<file path="src/rtl/pfd_pkg.sv">
package pfd_pkg;
  localparam int CMD_W   = 2;
  localparam int SRC_BIT = 0;
  localparam int SNK_BIT = 1;

  function automatic logic [CMD_W-1:0] pump_cmd(input logic src, input logic snk);
    logic [CMD_W-1:0] c;
    c = '0;
    c[SRC_BIT] = src;
    c[SNK_BIT] = snk;
    return c;
  endfunction
endpackage

</file>
<file path="src/rtl/pfd_sync2.sv">
module pfd_sync2 #(
  parameter int               WIDTH   = 1,
  parameter logic [WIDTH-1:0] RST_VAL = '1
) (
  input  logic             clk,
  input  logic             rst_n,
  input  logic [WIDTH-1:0] async_i,
  output logic [WIDTH-1:0] sync_o
);
  logic [WIDTH-1:0] stage1;

  always_ff @(posedge clk or negedge rst_n) begin
    if (!rst_n) begin
      stage1 <= RST_VAL;
      sync_o <= RST_VAL;
    end else begin
      stage1 <= async_i;
      sync_o <= stage1;
    end
  end
endmodule

</file>
<file path="src/rtl/pfd_detect.sv">
module pfd_detect (
  input  logic clk,
  input  logic rst_n,
  input  logic fr_i,
  input  logic fp_i,
  output logic up_o,
  output logic dn_o,
  output logic fr_rise_o
);
  logic fr_d, fp_d;
  logic fr_rise, fp_rise;
  logic up_set, dn_set, both_set;

  always_ff @(posedge clk or negedge rst_n) begin
    if (!rst_n) begin
      fr_d <= 1'b0;
      fp_d <= 1'b0;
    end else begin
      fr_d <= fr_i;
      fp_d <= fp_i;
    end
  end

  always_comb begin
    fr_rise  = fr_i & ~fr_d;
    fp_rise  = fp_i & ~fp_d;
    up_set   = up_o | fr_rise;
    dn_set   = dn_o | fp_rise;
    both_set = up_set & dn_set;
  end

  always_ff @(posedge clk or negedge rst_n) begin
    if (!rst_n) begin
      up_o <= 1'b0;
      dn_o <= 1'b0;
    end else begin
      up_o <= up_set & ~both_set;
      dn_o <= dn_set & ~both_set;
    end
  end

  assign fr_rise_o = fr_rise;

  AST_NO_BOTH_PUMPS: assert property (@(posedge clk) disable iff (!rst_n)
    !(up_o && dn_o));
  AST_UP_ON_REF: assert property (@(posedge clk) disable iff (!rst_n)
    fr_rise && !fp_rise && !dn_o |=> up_o);
  AST_UP_HOLD: assert property (@(posedge clk) disable iff (!rst_n)
    up_o && !fp_rise |=> up_o);
  AST_DN_ON_FB: assert property (@(posedge clk) disable iff (!rst_n)
    fp_rise && !fr_rise && !up_o |=> dn_o);
  AST_SAME_EDGE: assert property (@(posedge clk) disable iff (!rst_n)
    fr_rise && fp_rise && !up_o && !dn_o |=> !up_o && !dn_o);
endmodule

</file>
<file path="src/rtl/pfd_lock.sv">
module pfd_lock #(
  parameter int PW_W         = 8,
  parameter int LOCK_PERIODS = 4
) (
  input  logic            clk,
  input  logic            rst_n,
  input  logic            up_i,
  input  logic            dn_i,
  input  logic            fr_rise_i,
  input  logic [PW_W-1:0] win_i,
  output logic            lock_o
);
  localparam int GW = $clog2(LOCK_PERIODS + 1);
  localparam logic [GW-1:0] GOOD_MAX = GW'(LOCK_PERIODS);

  logic [PW_W-1:0] width_cnt;
  logic [GW-1:0]   good_cnt;
  logic            active, excess;

  always_comb begin
    active = up_i | dn_i;
    excess = active && (width_cnt >= win_i);
  end

  always_ff @(posedge clk or negedge rst_n) begin
    if (!rst_n) begin
      width_cnt <= '0;
    end else if (active) begin
      if (width_cnt != '1) width_cnt <= width_cnt + 1'b1;
    end else begin
      width_cnt <= '0;
    end
  end

  always_ff @(posedge clk or negedge rst_n) begin
    if (!rst_n) begin
      good_cnt <= '0;
    end else if (excess) begin
      good_cnt <= '0;
    end else if (fr_rise_i && good_cnt != GOOD_MAX) begin
      good_cnt <= good_cnt + 1'b1;
    end
  end

  assign lock_o = (good_cnt == GOOD_MAX);

  AST_LOCK_DROP: assert property (@(posedge clk) disable iff (!rst_n)
    excess |=> !lock_o);
  AST_LOCK_RISE_ON_REF: assert property (@(posedge clk) disable iff (!rst_n)
    $rose(lock_o) |-> $past(fr_rise_i));
endmodule

</file>
<file path="src/rtl/pfd_swap_top.sv">
module pfd_swap_top #(
  parameter int PW_W         = 8,
  parameter int LOCK_PERIODS = 4
) (
  input  logic            clk,
  input  logic            rst_n,
  input  logic            fr_i,
  input  logic            fp_i,
  input  logic            pol_sel_i,
  input  logic            sec_gate_i,
  input  logic [PW_W-1:0] lock_win_i,
  output logic [1:0]      pri_cmd_o,
  output logic [1:0]      sec_cmd_o,
  output logic            sec_drive_o,
  output logic            phr_o,
  output logic            php_o,
  output logic            mon_o,
  output logic            lock_o
);
  import pfd_pkg::*;

  logic [1:0] ctl_sync;
  logic       pol_s, gate_s;
  logic       up, dn, fr_rise;
  logic       src, snk;
  logic [CMD_W-1:0] cmd;

  pfd_sync2 #(.WIDTH(2), .RST_VAL(2'b11)) u_sync (
    .clk(clk), .rst_n(rst_n),
    .async_i({pol_sel_i, sec_gate_i}),
    .sync_o(ctl_sync)
  );

  assign pol_s  = ctl_sync[1];
  assign gate_s = ctl_sync[0];

  pfd_detect u_det (
    .clk(clk), .rst_n(rst_n), .fr_i(fr_i), .fp_i(fp_i),
    .up_o(up), .dn_o(dn), .fr_rise_o(fr_rise)
  );

  pfd_lock #(.PW_W(PW_W), .LOCK_PERIODS(LOCK_PERIODS)) u_lock (
    .clk(clk), .rst_n(rst_n), .up_i(up), .dn_i(dn),
    .fr_rise_i(fr_rise), .win_i(lock_win_i), .lock_o(lock_o)
  );

  always_comb begin
    src = pol_s ? up : dn;
    snk = pol_s ? dn : up;
    cmd = pump_cmd(src, snk);
  end

  assign pri_cmd_o   = cmd;
  assign phr_o       = src;
  assign php_o       = snk;
  assign sec_drive_o = gate_s;
  assign sec_cmd_o   = gate_s ? cmd : '0;
  assign mon_o       = pol_s ? fr_i : fp_i;

  AST_SEC_FOLLOWS: assert property (@(posedge clk) disable iff (!rst_n)
    sec_drive_o |-> sec_cmd_o == pri_cmd_o);
  AST_SEC_IDLE: assert property (@(posedge clk) disable iff (!rst_n)
    !sec_drive_o |-> sec_cmd_o == 2'b00);
  AST_CMD_LEGAL: assert property (@(posedge clk) disable iff (!rst_n)
    pri_cmd_o != 2'b11);
  AST_EXT_PAIR_EXCL: assert property (@(posedge clk) disable iff (!rst_n)
    !(phr_o && php_o));
endmodule

</file>
<file path="config.mk">
export PLATFORM = sky130hd
export DESIGN_NAME = pfd_swap_top
export DESIGN_NICKNAME = d
export VERILOG_FILES = /design/src/rtl/pfd_pkg.sv /design/src/rtl/pfd_sync2.sv /design/src/rtl/pfd_detect.sv /design/src/rtl/pfd_lock.sv /design/src/rtl/pfd_swap_top.sv
export SDC_FILE = /design/constraint.sdc
export NUM_CORES = 1
export LEC_CHECK = 0
export BUFFER_PORTS_ARGS = -buffer_cell sky130_fd_sc_hd__buf_2
export CAP_MARGIN = 40
export CORE_MARGIN = 2
export CORE_UTILIZATION = 44
export CTS_BUF_LIST = sky130_fd_sc_hd__clkbuf_4 sky130_fd_sc_hd__clkbuf_8 sky130_fd_sc_hd__clkbuf_16
export DETAILED_ROUTE_END_ITERATION = 7
export MAX_ROUTING_LAYER = met4
export PLACE_DENSITY_LB_ADDON = 0.3
export SYNTH_ARGS = -nofsm -noshare
export SYNTH_HDL_FRONTEND = slang
export SYNTH_SLANG_ARGS = --single-unit
</file>
<file path="constraint.sdc">
create_clock -name clk -period 4.58 [get_ports clk]
set_input_delay 0.229 -clock clk [delete_from_list [all_inputs] [get_ports clk]]
set_output_delay 0.229 -clock clk [all_outputs]
set_load 0.1 [all_outputs]
</file>
* After elaboration in Yosys (flattened, before gate mapping)
Index checks and enable logic that the tools add are counted.
** Word-level totals
- Output and inout bits :: 9
- Register bits after elaboration :: 19
- Bits of input ports :: 14
- Word-level logic and storage cells :: 37
** Operators by class
- Mux-type cells :: 8
- Add/sub/neg operators :: 2
- Reduce and logical (&&, ||, !) cells :: 3
- Equality and inequality tests :: 4
- Magnitude comparators :: 1
- Bitwise operators :: 11
** Operators by type and width (count)
- $mux 8 :: 2
- $add 8x1->8 const B :: 1
- $ge 8x8->1 :: 1
- $ne 8x8->1 const B :: 1
- $mux 3 :: 2
- $and 1x1->1 :: 5
- $add 3x1->3 const B :: 1
- $eq 3x3->1 const B :: 1
- $mux 1 :: 3
- $ne 3x3->1 const B :: 1
- $not 1->1 :: 3
- $or 1x1->1 :: 3
- $logic_and 1x1->1 :: 2
- $mux 2 :: 1
- $ne 2x2->1 const B :: 1
- $reduce_bool 2->1 :: 1

* Longest topological paths before layout
Gate-level depths: netlist of the first run.
- Word-level depth :: 6
- Depth in mapped cells :: 6
- Mapped depth without buffers :: 6

* Hierarchy
Synthesis of the first run repeated with hierarchy kept, for this count alone.
** Second synthesis, totals
- Cells, all modules :: 105
- Area total of the unflattened synthesis :: 1099.8 µm²
** Modules (own cells, without submodules)
- pfd_lock :: cells an instance 85, seq. area each 275.3 µm², times used 1, area each 774.5 µm²
- pfd_detect :: cells an instance 9, seq. area each 100.1 µm², times used 1, area each 146.4 µm²
- pfd_sync2 :: cells an instance 4, seq. area each 105.1 µm², times used 1, area each 105.1 µm²
- pfd_swap_top :: cells an instance 7, seq. area each 0.0 µm², times used 1, area each 73.8 µm²

* Worst setup path after synthesis of the first run
No wires, ideal clock.
- Path type :: register to output
- From :: reg u_sync.sync_o[1]
- To :: out sec_cmd_o[0]
- Data required time :: 4.351 ns
- Slack :: 2.475 ns
- Path buffers :: 0
- Cell stages (with the launch flop) :: 3
- Data arrival time :: 1.876 ns
- Cells stage by stage :: dfstp_2 -> mux2_2 -> and2_1
** On the way
- Word-level cells in the longest chain between the ends :: 2
** RTL lines
- from (decl) :: RTL line pfd_sync2.sv:8 : output logic [WIDTH-1:0] sync_o
- from (signal assigned) :: RTL line pfd_sync2.sv:18 : sync_o <= stage1;
- $mux 1 :: RTL line pfd_swap_top.sv:48 : src = pol_s ? up : dn;
- named net phr_o :: RTL line pfd_swap_top.sv:15 : output logic phr_o,
- $mux 2 :: RTL line pfd_swap_top.sv:57 : assign sec_cmd_o = gate_s ? cmd : '0;
- to (decl) :: RTL line pfd_swap_top.sv:13 : output logic [1:0] sec_cmd_o,
The timed path passes the listed nets, and every way through them passes these cells.

* Worst setup path in the final report of the first run
- From :: reg u_sync.sync_o[1]
- To :: out sec_cmd_o[0]
** On the way
- Word-level cells in the longest chain between the ends :: 2
** RTL lines (RTL line)
- $mux 1 :: pfd_swap_top.sv:48
- $mux 2 :: pfd_swap_top.sv:57
No other way between the ends.

==> summary.md, run 1 <==
| Metric | Value |
|---|---|
| Number of global-route vias before repair | slightly below 800 |
| Mean Syn Cell Area | 10.14 um^2 |
| DRC viols | 0 |
| Worst Hold Launch | pol_sel_i |
| # port buffers | 22 |
| Least-Margin Pin Slew | 0.5387 ns |
| Clk buf depth | 2 |
| Synth top area share | ~36% |
| P&R area growth vs syn | 15.66% |
| GRT Util Overall | about 17% |
| Synth unique cells | 31 |
| Power Density | roughly 420 nW/um^2 |
| Clk root buf | clkbuf_4 |
| Final critical-path share of the clock period | slightly above 40% |
| Layout cells sized above 1 | 27.34% |
| Reg2reg end | u_lock.width_cnt[0] |
| R2R Setup Slk | about 2.9 ns |
| Kind of end point of the critical path | primary output |
| Register area | 480.5 um^2 |
| First-pass GRT wire length | approximately 3.3 mm |
| Clock Skew | around 0.0030 ns |
| Crit path launch type | flop |
| Net Count, Synth | 129 |
| CTS tree | built |
| Commonest cells after routing, fill and taps aside | buf_2, dfrtp_1, inv_1, ha_1, nor2_1 |
| Placed insts | ~150 |
| Antenna viol nets, final | 0 |
| Die Y | approximately 53 um |
| Worst min path class | input pin to flop |
| CP max stage delay | between 0.5 and 0.6 ns |
| Grt total ovfl | 0 |
| Routability Congestion | approximately 0.8 |
| I/O pin count | 23 |
| DRT Pass-1 Iters | 4 |
| Nets | between 150 and 200 |
| Worst Path Required | 4.35 ns |
| Status | complete, no violations |
| Endpoints failing setup | 0 |
| WL final | ~1.9 mm |
| Leakage | around 0.64 nW |
| Post-CTS Setup Inserts | 0 |
| Post-Syn Instances | 104 |
| Setup CP Type | flop to primary output |
| Die X-Extent | 52.96 um |
| Fillcell total | between 200 and 250 |
| Initial antenna violation count | 0 |
| Starting Density | a little under half |
| Area leader, netlist | dfrtp_1 |
| R2R Path Start | u_lock.width_cnt[0] |
| Fin crit period | approximately 1.9 ns |
| Synth top area cells | dfrtp_1, ha_1, dfstp_2 |
| Crit-path max FO | 3 |
| Worst Hold Path Cells | 1 |
| Die area | roughly 2800 um^2 |
| Commonest non-fill, non-tap cell in the layout | buf_2 |
| FP Rows | 17 |
| WL/cell | between 10 and 15 um |
| Vias per cell | roughly 5.2 |
| Fmax | 0.5339 GHz |
| CP cell instances | mux2_2, and2_1, buf_2 |
| Maximum vdd ir drop | 0.2954 mV |
| Worst endpoint data arrival time | around 1.6 ns |
| CTS Buf Count | 3 |
| Clk_lat worst skew | 0.29 ns |
| Reg2reg path depth | 5 |
| CP top delay family | flip-flops |
| Slowest CP cell | dfstp_2 |
| # diodes | 0 |
| Synth Register Bits | 19 |
| Largest net degree at the start of global routing | 20 |
| Vias post-DR | 816 |
| Max Slew Vio Count | 0 |
| Buf/Inv on CP | 1 |
| Post-synthesis sequential area ratio | a little under half |
| Worst-path clk slew | 0.10 ns |
| YS warnings | 0 |
| Multi-input logic area | approximately 500 um^2 |
| Dpl hpwl | between 1.5 and 2 mm |
| Initial drt markers | 3 |
| Syn Std Cell Area | ~1100 um^2 |
| Final hold vios | 0 |
| Slew HR | between 60 and 70% |
| Post-Layout Cell Count | between 150 and 200 |
| Max cap viols | 0 |
| Endpoint, Worst Hold | u_sync.stage1[1] |
| Core area | ~2200 um^2 |
| Sum Neg Setup Slack | 0 ns |
| Clock sinks | 19 |
| H-tree levels | 1 |
| RSZ-0062 raised after global routing | false |
## metal layers
metal	routed length (um)	GRT usage, %	vias up
met5	0	-	-
met4	26	4.701	0
met3	61	5.085	4
met2	995	27.71	12
met1	851	19.86	387
li1	-	-	413
## worst reg2reg max path: cells and delay by family, from the launching register on
family / cells / cell delay [ns]
adders and majority gates: 1 / 0.25
and+or+nand+nor: 3 / 0.68
xor gates and xnor gates: 1 / 0.17
DFF: 1 / 0.41
## where the power goes
group / internal (mW) / leakage (nW) / switching, mW
clock network: 0.0398 / 0.0184 / 0.0474
logic: 0.0548 / 0.388 / 0.146
registers: 0.195 / 0.236 / 0.0236
## kinds of logic after synthesis
family | Yosys count | share of synthesized area [%]
and+or+nand+nor | 33 | 15.66
DFF | 19 | 45.55
AOI/OAI and AO/OA | 17 | 10.56
buffers and inverters | 14 | 5.812
adders and majority gates | 11 | 13.05
muxes | 6 | 6.050
xor gates and xnor gates | 4 | 3.322
## layout make-up
type | instances | share of cell area [%]
timing repair buffer | 23 | 9.846
sequential | 19 | 39.38
clock buffer | 4 | 2.462
tap | 28 | 2.872
inverter | 11 | 3.385
multi-input combinational | 71 | 42.05
## state kept, by name, indices dropped and copies added (netlist names)
signal and flops:
u_det.dn_o 1, u_det.fp_d 1, u_det.fr_d 1, u_lock.width_cnt 8, u_sync.stage1 2, u_lock.good_cnt 3
u_det.up_o 1, u_sync.sync_o 2
## stage by stage
stage               util (%)  instance area (um^2)  power (mW)  hold slack (ns)  setup slack [ns]
floorplan                  -                  1055      0.3865         -0.06659             2.475
global placement       52.83                  1180      0.4163           0.1858             3.016
detailed placement     52.83                  1180      0.4242           0.1875             2.948
CTS                    54.62                  1220      0.5126          0.01814             2.690
global route           54.62                  1220      0.5474        0.0005032             2.639
finish                 54.62                  1220      0.5066          0.02830             2.707
## synth_stat cells
cell type  count
dfrtp_1       15
ha_1          11
inv_1         11
nor2_1        10
nor3_1         6
nand2_1        5
dfstp_2        4
a21oi_1        3
a31oi_1        3
and2_1         3
mux2_2         3
mux2i_1        3
a211oi_1       2
buf_4          2
nand4_1        2
nor2b_1        2
o21ai_0        2
o22ai_1        2
xnor2_1        2
xor2_1         2
a21o_1         1
a41oi_1        1
and3_1         1
and3_2         1
buf_2          1
nand3_1        1
nand3_2        1
o21a_1         1
o31a_1         1
o31ai_1        1
or3_1          1
## timing repair
action / in CTS / in global routing
hold endpoints to repair: 15 / 0
resized for setup: 0 / 0
hold buffers: 1 / 0
## worst max-delay path by stage
stage                   startpoint             endpoint  slack [ns]  depth (start not counted)
6_report          u_sync.sync_o[1]         sec_cmd_o[0]        2.71                          3
5_1_grt           u_sync.sync_o[1]         sec_cmd_o[1]        2.64                          3
4_1_cts           u_sync.sync_o[1]         sec_cmd_o[0]        2.69                          3
3_5_place_dp   u_lock.width_cnt[0]  u_lock.width_cnt[0]        2.95                          5
3_3_place_gp   u_lock.width_cnt[0]  u_lock.width_cnt[1]        3.02                          5
2_1_floorplan     u_sync.sync_o[1]         sec_cmd_o[0]        2.47                          2
Note: power is estimated with default switching activity, not from simulation.
==> run 2, diff against run 1 <==
clock period = 1.89 ns   (was 4.58 ns; I/O delays follow)
==> run 2 against run 1 <==
  * Register-to-register slack lost 2.7 ns
  * Non-clock buffer count rose by 5
  * Final cell count is 3.2% higher
  * Critical path depth is the same
  * Hold slack improved by 0.22 ns
  * Core utilization increased by 2.2 points
  * Critical endpoint is now sec_cmd_o[1]
  * Largest power group unchanged
==> summary.md, run 2 (synthesis gave the netlist of run 1 again) <==
| Metric | Value |
|---|---|
| Status | complete, no violations |
| Clock Skew | roughly 0.0043 ns |
| Vias post-DR | roughly 830 |
| Dpl hpwl | 1.623 mm |
| CP cell instances | mux2_2, and2_2, buf_2 |
| Starting Density | around 47% |
| # diodes | 0 |
| GRT Util Overall | between 10% and 20% |
| H-tree levels | 1 |
| Die Y | approximately 53 um |
| Post-CTS Setup Inserts | 0 |
| Crit path launch type | flop |
| Kind of end point of the critical path | primary output |
| Die area | 2805 um^2 |
| P&R area growth vs syn | 20.40% |
| Post-Layout Cell Count | ~160 |
| Worst endpoint data arrival time | approximately 1.7 ns |
| CTS tree | built |
| Grt total ovfl | 0 |
| Max cap viols | 0 |
| Setup CP Type | flop to primary output |
| Nets | 159 |
| Commonest non-fill, non-tap cell in the layout | buf_2 |
| Worst-path clk slew | ~0.10 ns |
| Setup WS post-layout | roughly 0.1 ns |
| Biggest regs | u_lock.width_cnt x8, u_lock.good_cnt x3 |
| Register area | roughly 480 um^2 |
| Vias per cell | 5.180 |
| Fin crit period | 1.790 ns |
| Fillcell total | approximately 210 |
| First-pass GRT wire length | ~3.7 mm |
| # port buffers | 22 |
| Core area | 2233 um^2 |
| Die X-Extent | 52.96 um |
| Final critical-path share of the clock period | 94.70% |
| Sum Neg Setup Slack | 0 ns |
| Maximum vdd ir drop | about 0.75 mV |
| R2R Path Start | u_lock.width_cnt[0] |
| Clk_lat worst skew | about 0.30 ns |
| Least-Margin Pin Slew | between 0.4 and 0.5 ns |
| Clock sinks | 19 |
| Slew HR | between 60% and 70% |
| Power Density | 987.9 nW/um^2 |
| Max Slew Vio Count | 0 |
| Routability Congestion | roughly 0.85 |
| Placed insts | 152 |
| Clk root buf | clkbuf_4 |
| WL/cell | 12.92 um |
| Endpoints failing setup | 0 |
| Leakage | about 0.67 nW |
| Slowest CP cell | dfstp_2 |
| Largest net degree at the start of global routing | 20 |
| Worst Path Required | 1.80 ns |
| Pre-CTS WS | 0.2833 ns |
| DRC viols | 0 |
| DRT Pass-1 Iters | 4 |
| Initial antenna violation count | 0 |
| I/O pin count | 23 |
| Worst min path class | input pin to asynchronous set/reset pin |
| FP Rows | 17 |
| Fmax | roughly 0.56 GHz |
| Final hold vios | 0 |
| Antenna viol nets, final | 0 |
| Clk buf depth | 2 |
| Number of global-route vias before repair | just under 900 |
| Top reg by flops | u_lock.width_cnt |
| Crit-path max FO | 3 |
| CP startpoint | u_sync.sync_o[1] |
| CTS Buf Count | 3 |
| Multi-input logic area | approximately 520 um^2 |
| WL final | 2.080 mm |
| Initial drt markers | 9 |
| Layout cells sized above 1 | between 20% and 30% |
| Commonest cells after routing, fill and taps aside | buf_2, dfrtp_1, inv_1, ha_1, nor2_1 |
| Number of flip-flops under the largest register name | 8 |
| RSZ-0062 raised after global routing | false |
| CP max stage delay | about 0.56 ns |
## run 2: cell count changes in the layout (fill, tap and decap cells not counted), sizes merged
cell	change
buf	+1
dlygate4sd3	+4
## run 2: final timing paths
| path | slack [ns] | cells after the start | endpoint |
|---|---|---|---|
| worst max-delay path | 0.10 | 3 | sec_cmd_o[1] |
| worst min-delay path | 0.25 | 2 | u_lock.width_cnt[7] |
| worst max register to register | 0.27 | 5 | u_lock.width_cnt[1] |
| worst min register to register | 0.36 | 0 | u_sync.sync_o[1] |
| max in group asynchronous | 1.32 | 2 | u_sync.stage1[1] |
| min in group clk | 0.36 | 0 | u_sync.sync_o[1] |
## run 2: final cells by class
type	instances	share of cell area, %
clock buffer	4	2.365
tap	28	2.759
sequential	19	37.83
inverter	11	3.251
timing repair buffer	28	13.20
multi-input combinational	71	40.59
## run 2: routing by layer
layer  vias to the layer above  GRT usage [%]  share of wire, %
met5                         -              -                 0
met4                         0          5.128               1.0
met3                         4          5.085               3.5
met2                        15          35.63                54
met1                       400          19.42                42
li1                        415              -                 -
## run 2: worst max-delay path, delay by kind of cell, from the launching register on
family / cells / cell delay (ns)
buffers and inverters: 1 / 0.29
AND/OR/NAND/NOR: 1 / 0.19
multiplexers: 1 / 0.35
flip-flops: 1 / 0.56
## run 2: power breakdown
part | switching [mW] | leakage [nW] | total [mW] | internal [mW]
combinational | 0.359 | 0.410 | 0.504 | 0.145
sequential | 0.0589 | 0.236 | 0.531 | 0.472
clock | 0.122 | 0.0184 | 0.219 | 0.0966
total | 0.540 | 0.665 | 1.25 | 0.714
## run 2: what timing repair did
action                    4_1_cts  5_1_grt
hold endpoints to repair       19        0
gates resized for setup         0        0
hold buffers                    5        0
## run 2: per-stage QoR
step                      hold WS (ns)  util (%)  cell area, um^2  power [mW]
final                           0.2472     56.86             1270       1.255
after floorplan                -0.2011         -             1057      0.9376
after detailed placement       0.05442     53.28             1190       1.042
after global placement         0.04948     53.28             1190       1.018
after global routing            0.3012     56.86             1270       1.346
after CTS                       0.2580     56.86             1270       1.270
==> run 3, diff against run 2 <==
clock period = 1.7 ns   (was 1.89 ns; I/O delays follow)
==> run 3 against run 2 <==
  * Final cell count unchanged
  * Hold slack worse by 0.00055 ns
  * Flip-flop and latch count unchanged
  * Core utilization up 2.0 points
==> summary.md, run 3 (synthesis gave the netlist of run 1 again) <==
| Metric | Value |
|---|---|
| Multi-input logic area | about 530 um^2 |
| # diodes | 0 |
| Post-Layout Cell Count | between 150 and 200 |
| Post-DP Area | between 1000 and 1500 um^2 |
| RSZ-0062 raised after global routing | false |
| DRT Pass-1 Iters | 4 |
| Endpoints failing setup | 0 |
| CTS tree | built |
| Initial antenna violation count | 0 |
| Fmax | 0.6221 GHz |
| CP max stage delay | between 0.5 and 0.6 ns |
| # port buffers | 22 |
| Commonest cells after routing, fill and taps aside | buf_2, dfrtp_1, inv_1 |
| Die Y | about 53 um |
| Clk root buf | clkbuf_4 |
| Worst endpoint data arrival time | 1.52 ns |
| Final critical-path share of the clock period | a little over nine tenths |
| Final hold vios | 0 |
| Power Density | approximately 1100 nW/um^2 |
| Setup WS post-layout | around 0.09 ns |
| Dpl hpwl | between 1.5 and 2 mm |
| P&R area growth vs syn | 24.67% |
| Core area | approximately 2200 um^2 |
| Worst Path Required | ~1.6 ns |
| CP startpoint | u_sync.sync_o[1] |
| FP Rows | 17 |
| GRT Util Overall | ~17% |
| Post-route cell area | approximately 1300 um^2 |
| Worst-path clk slew | approximately 0.1 ns |
| Layout cells sized above 1 | 30.08% |
| Initial drt markers | 14 |
| Clk_lat worst skew | 0.30 ns |
| Sum Neg Setup Slack | 0 ns |
| Antenna viol nets, final | 0 |
| Worst min path class | input pin to asynchronous set/reset pin |
| DRC viols | 0 |
| Post-CTS Setup Inserts | 0 |
| Hold WS | ~0.25 ns |
| Least-Margin Pin Slew | 0.4853 ns |
| Clock Skew | 0.002702 ns |
| Commonest non-fill, non-tap cell in the layout | buf_2 |
| CP cell instances | mux2_4, and2_4, buf_12 |
| Vias post-DR | 811 |
| Max Slew Vio Count | 0 |
| Clock sinks | 19 |
| Crit path launch type | flop |
| Maximum vdd ir drop | between 0.6 and 0.7 mV |
| Leakage | 0.6787 nW |
| Kind of end point of the critical path | primary output |
| H-tree levels | 1 |
| First-pass GRT wire length | 3.332 mm |
| Die area | 2805 um^2 |
| Fin crit period | roughly 1.6 ns |
| Die X-Extent | around 53 um |
| Top reg by flops | u_lock.width_cnt |
| Max cap viols | 0 |
| Vias per cell | approximately 5.0 |
| Number of flip-flops under the largest register name | 8 |
| Slowest CP cell | dfstp_2 |
| Crit-path max FO | 3 |
| Status | complete, no violations |
| Fillcell total | about 200 |
| Register area | 480.5 um^2 |
| Biggest regs | u_lock.width_cnt x8, u_lock.good_cnt x3 |
| Fin util | roughly 59% |
| Slew HR | approximately 68% |
| Nets | 159 |
| Total power draw | 1.405 mW |
| I/O pin count | 23 |
| R2R Path Start | u_lock.width_cnt[0] |
| Placed insts | around 150 |
| Grt total ovfl | 0 |
| CTS Buf Count | 3 |
| WL final | between 2 and 2.5 mm |
| Setup CP Type | flop to primary output |
| Pre-CTS WS | 0.05564 ns |
| Clk buf depth | 2 |
| WL/cell | roughly 13 um |
| Number of global-route vias before repair | 811 |
| Starting Density | a little under half |
| Routability Congestion | between 0.8 and 0.9 |
| R2R Setup Slk | 0.13 ns |
| Largest net degree at the start of global routing | 20 |
-- run 3: final cells by class --
type / instances / area share [%]
multi-input combinational: 71 / 40.53
sequential: 19 / 36.54
timing repair buffer: 28 / 15.03
inverter: 11 / 3.140
tap: 28 / 2.664
clock buffer: 3 / 1.713
clock inverter: 1 / 0.3806
-- run 3: power breakdown --
part / leakage, nW / internal, mW / switching, mW
Combinational: 0.425 / 0.188 / 0.404
Clock: 0.0177 / 0.0877 / 0.136
Sequential: 0.236 / 0.525 / 0.0644
Total: 0.679 / 0.800 / 0.605
-- run 3: routing by layer --
metal	wire length, um	up-vias	global-route usage (%)	share of wire, %
li1	-	422	-	-
met1	864	375	18.96	42
met2	1106	10	29.38	54
met3	58	4	5.085	2.8
met4	27	0	5.128	1.3
met5	0	-	-	0
-- run 3: worst paths after layout --
path                            cells past startpoint             endpoint
worst max register to register                      5  u_lock.width_cnt[1]
min in group clk                                    0     u_sync.sync_o[1]
worst max-delay path                                3         sec_cmd_o[1]
max in group asynchronous                           2     u_sync.sync_o[0]
worst min register to register                      0     u_sync.sync_o[1]
worst min-delay path                                2   u_lock.good_cnt[0]
-- run 3: worst max-delay path, delay by kind of cell (launching register included) --
kind,cells,cell delay [ns]
flip-flops,1,0.58
AND/OR/NAND/NOR,1,0.17
buffers and inverters,1,0.16
multiplexers,1,0.32
-- run 3: timing repair --
item	4_1_cts	5_1_grt
setup endpoints to repair	2	4
hold buffers	5	0
hold endpoints to repair	19	0
resized for setup	5	9
